$ cat src/rtl/seg_xlate_pkg.sv
package seg_xlate_pkg;

   localparam int LIN_W  = 32;
   localparam int SEL_W  = 16;
   localparam int DESC_W = 64;
   localparam int LIM_W  = 30;

   typedef enum logic [1:0] {
      FLT_NONE  = 2'd0,
      FLT_PRIV  = 2'd1,
      FLT_LIMIT = 2'd2,
      FLT_NULL  = 2'd3
   } flt_e;

   typedef struct packed {
      logic [LIN_W-1:0] base;
      logic [LIN_W-1:0] limit;
      logic [1:0]       dpl;
      logic             valid;
   } seg_desc_t;

   function automatic seg_desc_t desc_flat();
      seg_desc_t d;
      d.base  = '0;
      d.limit = '1;
      d.dpl   = 2'd0;
      d.valid = 1'b1;
      return d;
   endfunction

   function automatic seg_desc_t desc_unpack(input logic [DESC_W-1:0] raw);
      seg_desc_t d;
      d.base  = raw[LIN_W-1:0];
      d.limit = {{(LIN_W-LIM_W){1'b0}}, raw[LIN_W+LIM_W-1:LIN_W]};
      d.dpl   = raw[DESC_W-1:DESC_W-2];
      d.valid = 1'b1;
      return d;
   endfunction

endpackage

$ cat src/rtl/seg_reg_file.sv
module seg_reg_file
   import seg_xlate_pkg::*;
#(
   parameter int NUM_SEG = 6,
   localparam int SEG_W  = $clog2(NUM_SEG)
) (
   input  logic                     clk,
   input  logic                     rst_n,
   input  logic                     wr_en,
   input  logic [SEG_W-1:0]         wr_idx,
   input  logic [SEL_W-1:0]         wr_sel,
   input  seg_desc_t                wr_desc,
   input  logic [SEG_W-1:0]         rd_idx,
   output seg_desc_t                rd_desc,
   output logic [1:0]               cur_pl,
   output logic [NUM_SEG*SEL_W-1:0] sel_flat
);

   seg_desc_t        desc_w [NUM_SEG];
   logic [SEL_W-1:0] sel_w  [NUM_SEG];

   for (genvar g = 0; g < NUM_SEG; g++) begin : g_seg
      seg_desc_t        desc_q;
      logic [SEL_W-1:0] sel_q;

      always_ff @(posedge clk) begin
         if (!rst_n) begin
            desc_q <= desc_flat();
            sel_q  <= '0;
         end else if (wr_en && (int'(wr_idx) == g)) begin
            desc_q <= wr_desc;
            sel_q  <= wr_sel;
         end
      end

      assign desc_w[g] = desc_q;
      assign sel_w[g]  = sel_q;
      assign sel_flat[g*SEL_W +: SEL_W] = sel_q;
   end

   always_comb begin
      rd_desc = '0;
      for (int i = 0; i < NUM_SEG; i++) begin
         if (int'(rd_idx) == i) rd_desc = desc_w[i];
      end
   end

   assign cur_pl = sel_w[0][1:0];

endmodule

$ cat src/rtl/seg_load_ctrl.sv
module seg_load_ctrl
   import seg_xlate_pkg::*;
#(
   parameter int NUM_SEG = 6,
   parameter int STK_SEG = 2,
   localparam int SEG_W  = $clog2(NUM_SEG)
) (
   input  logic               clk,
   input  logic               rst_n,
   input  logic               ld_valid,
   input  logic [SEG_W-1:0]   ld_seg,
   input  logic [SEL_W-1:0]   ld_sel,
   input  logic               xfer_valid,
   input  logic [SEL_W-1:0]   xfer_sel,
   input  logic [LIN_W-1:0]   gdt_base,
   input  logic [LIN_W-1:0]   ldt_base,
   input  logic [1:0]         cur_pl,
   output logic               ld_ready,
   output logic               rd_req_valid,
   input  logic               rd_req_ready,
   output logic [LIN_W-1:0]   rd_req_addr,
   input  logic               rd_rsp_valid,
   input  logic [DESC_W-1:0]  rd_rsp_data,
   output logic               wr_en,
   output logic [SEG_W-1:0]   wr_idx,
   output logic [SEL_W-1:0]   wr_sel,
   output seg_desc_t          wr_desc,
   output logic               ld_done,
   output logic [1:0]         ld_fault_code,
   output logic               ld_fault
);

   typedef enum logic [1:0] {S_IDLE, S_REQ, S_WAIT} st_e;

   st_e              st_q, st_d;
   logic [SEG_W-1:0] tgt_idx_q;
   logic [SEL_W-1:0] tgt_sel_q;
   logic             tgt_cs_q;
   logic [LIN_W-1:0] addr_q;
   logic             done_q, done_d;
   flt_e             flt_q, flt_d;

   logic             take_ld, start, in_null, null_bad, priv_bad;
   logic [SEL_W-1:0] in_sel;
   logic [SEG_W-1:0] in_idx;
   logic [LIN_W-1:0] tbl_addr;
   logic [1:0]       rpl, eff_pl;
   seg_desc_t        rsp_desc;

   assign take_ld  = ld_valid && (ld_seg != '0) && (int'(ld_seg) < NUM_SEG);
   assign start    = (st_q == S_IDLE) && (xfer_valid || take_ld);
   assign in_sel   = xfer_valid ? xfer_sel : ld_sel;
   assign in_idx   = xfer_valid ? '0 : ld_seg;
   assign in_null  = (in_sel[SEL_W-1:2] == '0);
   assign null_bad = (in_idx == '0) || (in_idx == SEG_W'(STK_SEG));
   assign tbl_addr = (in_sel[2] ? ldt_base : gdt_base)
                   + {{(LIN_W-SEL_W){1'b0}}, in_sel[SEL_W-1:3], 3'b000};

   assign rsp_desc = desc_unpack(rd_rsp_data);
   assign rpl      = tgt_sel_q[1:0];
   assign eff_pl   = (tgt_cs_q || (rpl > cur_pl)) ? rpl : cur_pl;
   assign priv_bad = eff_pl > rsp_desc.dpl;

   always_comb begin
      st_d    = st_q;
      wr_en   = 1'b0;
      wr_idx  = tgt_idx_q;
      wr_sel  = tgt_sel_q;
      wr_desc = rsp_desc;
      done_d  = 1'b0;
      flt_d   = FLT_NONE;
      unique case (st_q)
         S_IDLE: begin
            if (start) begin
               if (in_null) begin
                  if (null_bad) begin
                     flt_d = FLT_NULL;
                  end else begin
                     wr_en   = 1'b1;
                     wr_idx  = in_idx;
                     wr_sel  = in_sel;
                     wr_desc = '0;
                     done_d  = 1'b1;
                  end
               end else begin
                  st_d = S_REQ;
               end
            end
         end
         S_REQ: begin
            if (rd_req_ready) st_d = S_WAIT;
         end
         S_WAIT: begin
            if (rd_rsp_valid) begin
               st_d = S_IDLE;
               if (priv_bad) begin
                  flt_d = FLT_PRIV;
               end else begin
                  wr_en  = 1'b1;
                  done_d = 1'b1;
               end
            end
         end
         default: st_d = S_IDLE;
      endcase
   end

   always_ff @(posedge clk) begin
      if (!rst_n) begin
         st_q      <= S_IDLE;
         tgt_idx_q <= '0;
         tgt_sel_q <= '0;
         tgt_cs_q  <= 1'b0;
         addr_q    <= '0;
         done_q    <= 1'b0;
         flt_q     <= FLT_NONE;
      end else begin
         st_q   <= st_d;
         done_q <= done_d;
         flt_q  <= flt_d;
         if (start && !in_null) begin
            tgt_idx_q <= in_idx;
            tgt_sel_q <= in_sel;
            tgt_cs_q  <= xfer_valid;
            addr_q    <= tbl_addr;
         end
      end
   end

   assign ld_ready      = (st_q == S_IDLE);
   assign rd_req_valid  = (st_q == S_REQ);
   assign rd_req_addr   = addr_q;
   assign ld_done       = done_q;
   assign ld_fault      = (flt_q != FLT_NONE);
   assign ld_fault_code = flt_q;

endmodule

$ cat src/rtl/seg_access_path.sv
module seg_access_path
   import seg_xlate_pkg::*;
(
   input  logic             clk,
   input  logic             rst_n,
   input  logic             acc_valid,
   input  logic [LIN_W-1:0] acc_off,
   input  seg_desc_t        desc,
   output logic             lin_valid,
   output logic [LIN_W-1:0] lin_addr,
   output logic             acc_fault,
   output logic [1:0]       acc_fault_code
);

   flt_e code_d, code_q;
   logic lin_q;
   logic [LIN_W-1:0] addr_q;

   always_comb begin
      if (!desc.valid)              code_d = FLT_NULL;
      else if (acc_off > desc.limit) code_d = FLT_LIMIT;
      else                          code_d = FLT_NONE;
   end

   always_ff @(posedge clk) begin
      if (!rst_n) begin
         lin_q  <= 1'b0;
         addr_q <= '0;
         code_q <= FLT_NONE;
      end else begin
         lin_q  <= acc_valid && (code_d == FLT_NONE);
         code_q <= acc_valid ? code_d : FLT_NONE;
         if (acc_valid) addr_q <= desc.base + acc_off;
      end
   end

   assign lin_valid      = lin_q;
   assign lin_addr       = addr_q;
   assign acc_fault      = (code_q != FLT_NONE);
   assign acc_fault_code = code_q;

endmodule

$ cat src/rtl/seg_xlate_unit.sv
module seg_xlate_unit
   import seg_xlate_pkg::*;
#(
   parameter int NUM_SEG = 6,
   parameter int STK_SEG = 2,
   localparam int SEG_W  = $clog2(NUM_SEG)
) (
   input  logic                     clk,
   input  logic                     rst_n,
   input  logic                     ld_valid,
   input  logic [SEG_W-1:0]         ld_seg,
   input  logic [SEL_W-1:0]         ld_sel,
   output logic                     ld_ready,
   input  logic                     xfer_valid,
   input  logic [SEL_W-1:0]         xfer_sel,
   input  logic [LIN_W-1:0]         gdt_base,
   input  logic [LIN_W-1:0]         ldt_base,
   output logic                     rd_req_valid,
   input  logic                     rd_req_ready,
   output logic [LIN_W-1:0]         rd_req_addr,
   input  logic                     rd_rsp_valid,
   input  logic [DESC_W-1:0]        rd_rsp_data,
   output logic                     ld_done,
   output logic                     ld_fault,
   output logic [1:0]               ld_fault_code,
   input  logic                     acc_valid,
   input  logic [SEG_W-1:0]         acc_seg,
   input  logic [LIN_W-1:0]         acc_off,
   output logic                     lin_valid,
   output logic [LIN_W-1:0]         lin_addr,
   output logic                     acc_fault,
   output logic [1:0]               acc_fault_code,
   output logic [1:0]               cpl,
   output logic [NUM_SEG*SEL_W-1:0] sel_view
);

   initial begin
      assert (NUM_SEG >= 3 && NUM_SEG <= 8)
         else $error("seg_xlate_unit: NUM_SEG out of range");
      assert (STK_SEG > 0 && STK_SEG < NUM_SEG)
         else $error("seg_xlate_unit: STK_SEG out of range");
   end

   logic             wr_en;
   logic [SEG_W-1:0] wr_idx;
   logic [SEL_W-1:0] wr_sel;
   seg_desc_t        wr_desc, rd_desc;

   seg_reg_file #(.NUM_SEG(NUM_SEG)) i_regs (
      .clk      (clk),
      .rst_n    (rst_n),
      .wr_en    (wr_en),
      .wr_idx   (wr_idx),
      .wr_sel   (wr_sel),
      .wr_desc  (wr_desc),
      .rd_idx   (acc_seg),
      .rd_desc  (rd_desc),
      .cur_pl   (cpl),
      .sel_flat (sel_view)
   );

   seg_load_ctrl #(.NUM_SEG(NUM_SEG), .STK_SEG(STK_SEG)) i_load (
      .clk           (clk),
      .rst_n         (rst_n),
      .ld_valid      (ld_valid),
      .ld_seg        (ld_seg),
      .ld_sel        (ld_sel),
      .xfer_valid    (xfer_valid),
      .xfer_sel      (xfer_sel),
      .gdt_base      (gdt_base),
      .ldt_base      (ldt_base),
      .cur_pl        (cpl),
      .ld_ready      (ld_ready),
      .rd_req_valid  (rd_req_valid),
      .rd_req_ready  (rd_req_ready),
      .rd_req_addr   (rd_req_addr),
      .rd_rsp_valid  (rd_rsp_valid),
      .rd_rsp_data   (rd_rsp_data),
      .wr_en         (wr_en),
      .wr_idx        (wr_idx),
      .wr_sel        (wr_sel),
      .wr_desc       (wr_desc),
      .ld_done       (ld_done),
      .ld_fault_code (ld_fault_code),
      .ld_fault      (ld_fault)
   );

   seg_access_path i_acc (
      .clk            (clk),
      .rst_n          (rst_n),
      .acc_valid      (acc_valid),
      .acc_off        (acc_off),
      .desc           (rd_desc),
      .lin_valid      (lin_valid),
      .lin_addr       (lin_addr),
      .acc_fault      (acc_fault),
      .acc_fault_code (acc_fault_code)
   );

endmodule

$ cat config.mk
export PLATFORM = sky130hd
export DESIGN_NAME = seg_xlate_unit
export DESIGN_NICKNAME = d
export VERILOG_FILES = /design/src/rtl/seg_xlate_pkg.sv /design/src/rtl/seg_reg_file.sv /design/src/rtl/seg_load_ctrl.sv /design/src/rtl/seg_access_path.sv /design/src/rtl/seg_xlate_unit.sv
export SDC_FILE = /design/constraint.sdc
export NUM_CORES = 1
export LEC_CHECK = 0
export BUFFER_PORTS_ARGS = -buffer_cell sky130_fd_sc_hd__buf_2
export CAP_MARGIN = 20
export CELL_PAD_IN_SITES_DETAIL_PLACEMENT = 1
export CELL_PAD_IN_SITES_GLOBAL_PLACEMENT = 1
export CORE_MARGIN = 4
export CORE_UTILIZATION = 39
export DETAILED_ROUTE_END_ITERATION = 8
export PLACE_DENSITY_LB_ADDON = 0.3
export RECOVER_POWER = 25
export SLEW_MARGIN = 40
export SYNTH_ARGS = -nofsm -noshare
export SYNTH_HDL_FRONTEND = slang
export SYNTH_SLANG_ARGS = --single-unit
$ cat constraint.sdc
create_clock -name clk -period 6.35 [get_ports clk]
set_input_delay 1.27 -clock clk [delete_from_list [all_inputs] [get_ports clk]]
set_output_delay 1.27 -clock clk [all_outputs]
set_load 0.05 [all_outputs]
==> results.md <==
Critical path:
- The worst-case register-to-register setup slack is 2.10 ns.
- STA classifies the critical path startpoint as a primary input.
- On the worst path, the slowest cell contributes a delay of 2.72 ns.
- The worst register-to-register path ends at i_regs.desc_w[38].
- The endpoint required time on the critical path is 6.83 ns.
- The reg-to-reg critical path startpoint is i_regs.g_seg[0].sel_q[1].
- Counting both buffers and inverters, the worst setup path holds a total of 1.
- At the worst endpoint, the arrival time is 5.77 ns.
- The slowest stage cell on the critical path is clkbuf_1.
- Walking the worst path, the cells encountered are clkbuf_1 -> nand2_1 -> nor3b_1 -> o21ai_0 -> o41a_1 -> o311ai_0.
- The biggest fanout along the worst timing path is 79.
- Grouping stages by cell kind, the critical path spends the most delay in buffers and inverters.
- Counting cells, the worst reg-to-reg path comes to 17.
- The capturing element type of the critical path is a flip-flop.
- The class of the most critical setup path is primary input to flip-flop.

Synthesis:
- Of the total synthesized cell area, the portion taken by full adders, half adders and majority gates is 0.0376.
- The sequential element share of the synthesized area is 0.413.
- In the synthesized netlist the dominant register cell turns out to be dfxtp_1.
- The area fraction in compound gates after synthesis is 0.226.
- Of the total synthesized cell area, the portion taken by AND, OR, NAND and NOR gates is 0.190.
- The number of register bits inferred by synthesis is 572.
- Counting every instance in the synthesized netlist gives 3266.
- The average cell area after synthesis is 8.48 um^2.
- The share of synthesized area in the top cell type comes to 0.413.
- Of the total synthesized cell area, the portion taken by XOR and XNOR cells is 0.0149.
- The total nets after synthesis is 3553.
- For this run, asynchronously set or reset flops after synthesis account for 0.
- The number of unique standard cell types used by synthesis is 83.
- In this run, synthesis inferred 0 flip-flops with an integrated enable.
- The post-synth design cell area is 27700 um^2.
- The Yosys step of the flow raised 0 warnings.
- By area the synthesized netlist is led by dfxtp_1 41%, nand2_1 12%, a21boi_1 5.4%.
- By area, the combinational part of the netlist is dominated by compound AO/OA/AOI/OAI gates.
- The fraction of synthesized area in multiplexers is 0.0706.
- The synthesized design spends more area on one cell type than any other, namely dfxtp_1.

Detailed routing:
- For this run, the detailed router's first-pass iteration total came to 5.
- The final layout contains routed wiring with a total length of 97.6 mm.
- The per-cell via count in the routed design is 5.52.
- The detailed-route via count is 24600.
- The number of nets with antenna violations after detailed routing is 0.
- The number of remaining DRC errors is 0.
- The mean routed wirelength per cell is 21.9 um.
- The first-iteration detailed-routing DRC count is 1571.

Outcome:
- The run finished, with violations left.
- The checks that failed: max-capacitance violations, max-slew violations.

STA:
- Setup repair after global routing left no endpoint under its margin.
- The maximum operating frequency is 189 MHz.
- The clock arrives with 0.0302 ns of skew.
- The count of endpoints failing hold in the final timing report was 0.
- Adding up every negative setup slack in the final design gives 0 ns.
- The post-route fraction of the period consumed by the critical path is 0.833.
- After layout, the worst setup slack is 1.06 ns.
- The final setup violation count is 0.
- For the pin with the worst max-slew slack, the measured transition is 3.95 ns.
- The worst slew margin relative to its limit is -1.63.
- Counting I/O delays and the setup requirement, the final critical path takes 5.29 ns.
- The max-slew violation count is 78.

Placement:
- The HPWL after detailed placement is 65.1 mm.
- Prior to clock tree synthesis, the placed netlist has a worst setup slack of 0.894 ns.
- The number of buffer cells added on primary ports is 376.
- The routability congestion estimate is 0.853.

GRT:
- The wire length of the first global-routing pass is 150 mm.
- In the global route stage, overall resource usage came out at 0.253.
- After global routing the overflow that remains totals 0.
- The number of global-route vias before repair is 25200.
- The number of antenna violations at the first check in global routing is 15.
- Entering global routing, the biggest net connects 176 pins.

Clocking:
- Buffers inserted during clock tree synthesis total 67.
- The clock latency at the later pin of the worst-skew pair is 0.62 ns.
- Clock tree synthesis found a total of 572 sinks.
- In this run the clock root is driven by a clkbuf_16.
- The number of hold buffers added after CTS was 0.
- The post-CTS repair timing setup buffer count is 0.
- The number of gates given a new drive strength after cts is 0.
- The maximum buffer depth of the clock tree is 3.
- The CTS tree is done.
- The clock-pin slew on the worst setup and hold paths is 0.06 ns.
- The H-tree generated during clock tree synthesis spans 3 levels.

Worst hold path:
- The launch instance of the worst min-delay path is i_regs.desc_w[301].
- The classification of the worst-slack hold path is flip-flop to flip-flop.
- The destination of the worst hold path is i_regs.desc_w[301].
- The number of cells traversed by the worst hold path is 2.

Final layout:
- Counting the fill cells in the layout gives 8413.
- The number of nets at the end of the flow is 3756.
- The fraction of final layout cells sized beyond drive strength 1 is 0.135.
- The area growth from synthesis to layout is 16.1%.

Floorplanning:
- Measured along the x axis, the die boundary spans 275 um.
- The standard-cell row count is 97.
- For this design the top-level I/O count stands at 377.
- The die covers 75400 um^2.
- For this configuration, the core starts out at a cell density of 0.394.
- The region available for standard cell placement spans 70300 um^2.
- The height of the die is 275 um.

Power and ir drop:
- The worst-case IR drop observed on VDD is 0.000179 V.
- The cell leakage power is 13.1 nW.
- The total power density per cell area is 270 nW/um^2.

Run:
- Max-cap violations in this run came to 1.
[worst register-to-register path: cells and delay by family (launching register included)]
| kind | cells | cell delay (ns) |
|---|---|---|
| adder cells (fa/ha/maj) | 2 | 0.60 |
| buffers and inverters | 2 | 0.68 |
| flip-flops | 1 | 0.42 |
| AND/OR/NAND/NOR | 7 | 1.19 |
| AO/OA/AOI/OAI | 6 | 1.27 |
[cell usage in the layout (no fill, tap or decap), types with 11 or more instances in the layout]
cell | netlist | final
buf_2 | 55 | 200
a21o_1 | 20 | 20
clkbuf_8 | 0 | 12
a21boi_0 | 104 | 104
nand2_1 | 907 | 905
o21ai_0 | 87 | 86
a221oi_1 | 25 | 25
nor2_1 | 90 | 87
a21oi_1 | 66 | 66
buf_4 | 11 | 37
ha_1 | 80 | 80
nor2b_1 | 35 | 33
nand4_1 | 15 | 15
inv_1 | 20 | 20
a22o_1 | 35 | 35
o211ai_1 | 180 | 180
dfxtp_1 | 572 | 572
and2_1 | 61 | 62
o21bai_1 | 11 | 11
nor3_1 | 19 | 19
mux2i_1 | 77 | 77
mux4_2 | 25 | 25
clkbuf_1 | 198 | 187
a21boi_1 | 198 | 198
xnor2_1 | 31 | 31
nand3_1 | 44 | 43
a31oi_1 | 13 | 13
o211a_1 | 11 | 11
xor2_1 | 16 | 16
mux2_2 | 54 | 54
a22oi_1 | 40 | 40
clkbuf_16 | 0 | 71
[metal layers]
layer | vias to the layer above | track usage | share of wire
met5 | - | 0 | 0.00035
met4 | 4 | 0.0780 | 0.028
met3 | 152 | 0.0628 | 0.065
met2 | 591 | 0.421 | 0.47
met1 | 12100 | 0.325 | 0.44
li1 | 11800 | - | -
[final cells by class]
cell class              count  area (um^2)  share of cell area
flip-flops and latches    572        11500               0.356
multi-input cells        2381        15000               0.467
inverters                  21         78.8             0.00245
clock inverters            17          225             0.00700
clock buffers              96         1980              0.0616
diodes                     10         25.0            0.000778
repair buffers            426         2200              0.0683
well taps                 940         1180              0.0366
[sequential cells by signal, indices dropped and copies added (netlist names)]
name,flops
i_load.tgt_idx_q,3
i_regs.desc_w,384
i_load.ld_done,1
i_regs.g_seg.sel_q,96
i_load.tgt_cs_q,1
i_load.rd_req_addr,32
i_load.tgt_sel_q,16
i_acc.lin_addr,32
i_load.ld_fault_code,2
i_load.st_q,2
i_acc.acc_fault_code,2
i_acc.lin_valid,1
[cells by family (layout without fill, tap and decap cells)]
kind of cell / count (synthesis) / count (layout)
other cells: 0 / 10
compound gates: 859 / 859
simple gates: 1236 / 1236
flops: 572 / 572
xor+xnor: 47 / 47
mux: 157 / 157
buf+inv: 313 / 560
fa+ha+maj: 82 / 82
[Yosys cell counts (6+ instances only)]
| cell type | count |
|---|---|
| clkbuf_1 | 198 |
| nor2_1 | 90 |
| inv_1 | 20 |
| a21oi_1 | 66 |
| a21boi_0 | 104 |
| o21bai_1 | 11 |
| nand3_1 | 44 |
| o211ai_2 | 10 |
| o211a_1 | 11 |
| buf_4 | 11 |
| and3_1 | 7 |
| mux2i_1 | 77 |
| nor2b_1 | 35 |
| o21ai_0 | 87 |
| xnor2_1 | 31 |
| a21o_1 | 20 |
| a22o_1 | 35 |
| nor3_1 | 19 |
| o21a_1 | 8 |
| buf_1 | 23 |
| a221oi_1 | 25 |
| nand4_1 | 15 |
| ha_1 | 80 |
| dfxtp_1 | 572 |
| nand2_1 | 907 |
| and2_1 | 61 |
| nor4_1 | 8 |
| buf_2 | 55 |
| a22oi_1 | 40 |
| nand2b_1 | 7 |
| xor2_1 | 16 |
| a21boi_1 | 198 |
| a31oi_1 | 13 |
| mux2_2 | 54 |
| mux4_2 | 25 |
| nand3b_1 | 6 |
| o21ai_1 | 7 |
| o211ai_1 | 180 |
[worst max-delay path by stage]
stage | start | to | depth (start not counted)
5_1_grt | rst_n | i_acc.lin_addr[17] | 6
6_report | rst_n | i_acc.lin_addr[17] | 6
3_3_place_gp | acc_seg[0] | i_acc.lin_addr[30] | 20
2_1_floorplan | xfer_valid | i_load.rd_req_addr[27] | 17
4_1_cts | acc_seg[0] | i_acc.lin_addr[30] | 20
3_5_place_dp | acc_seg[0] | i_acc.lin_addr[30] | 20
[per-stage QoR]
step	hold slack (ns)	util	instances	area [um^2]	power [W]
6_report	0.443	0.458	4463	32200	0.00868
5_1_grt	0.472	0.458	4459	32200	0.00899
4_1_cts	0.444	0.460	4452	32300	0.00877
3_5_place_dp	0.430	0.429	4339	30100	0.00484
3_3_place_gp	0.422	0.429	4339	30100	0.00483
2_1_floorplan	0.409	-	3266	27700	0.00449
[report_power, final]
group	total (W)	switching (W)	internal [W]
combinational	0.00106	0.000714	0.000349
clock	0.00393	0.00159	0.00233
sequential	0.00369	0.0000373	0.00365
total	0.00868	0.00235	0.00634
No activity file was read; power rests on OpenSTA's default activity.
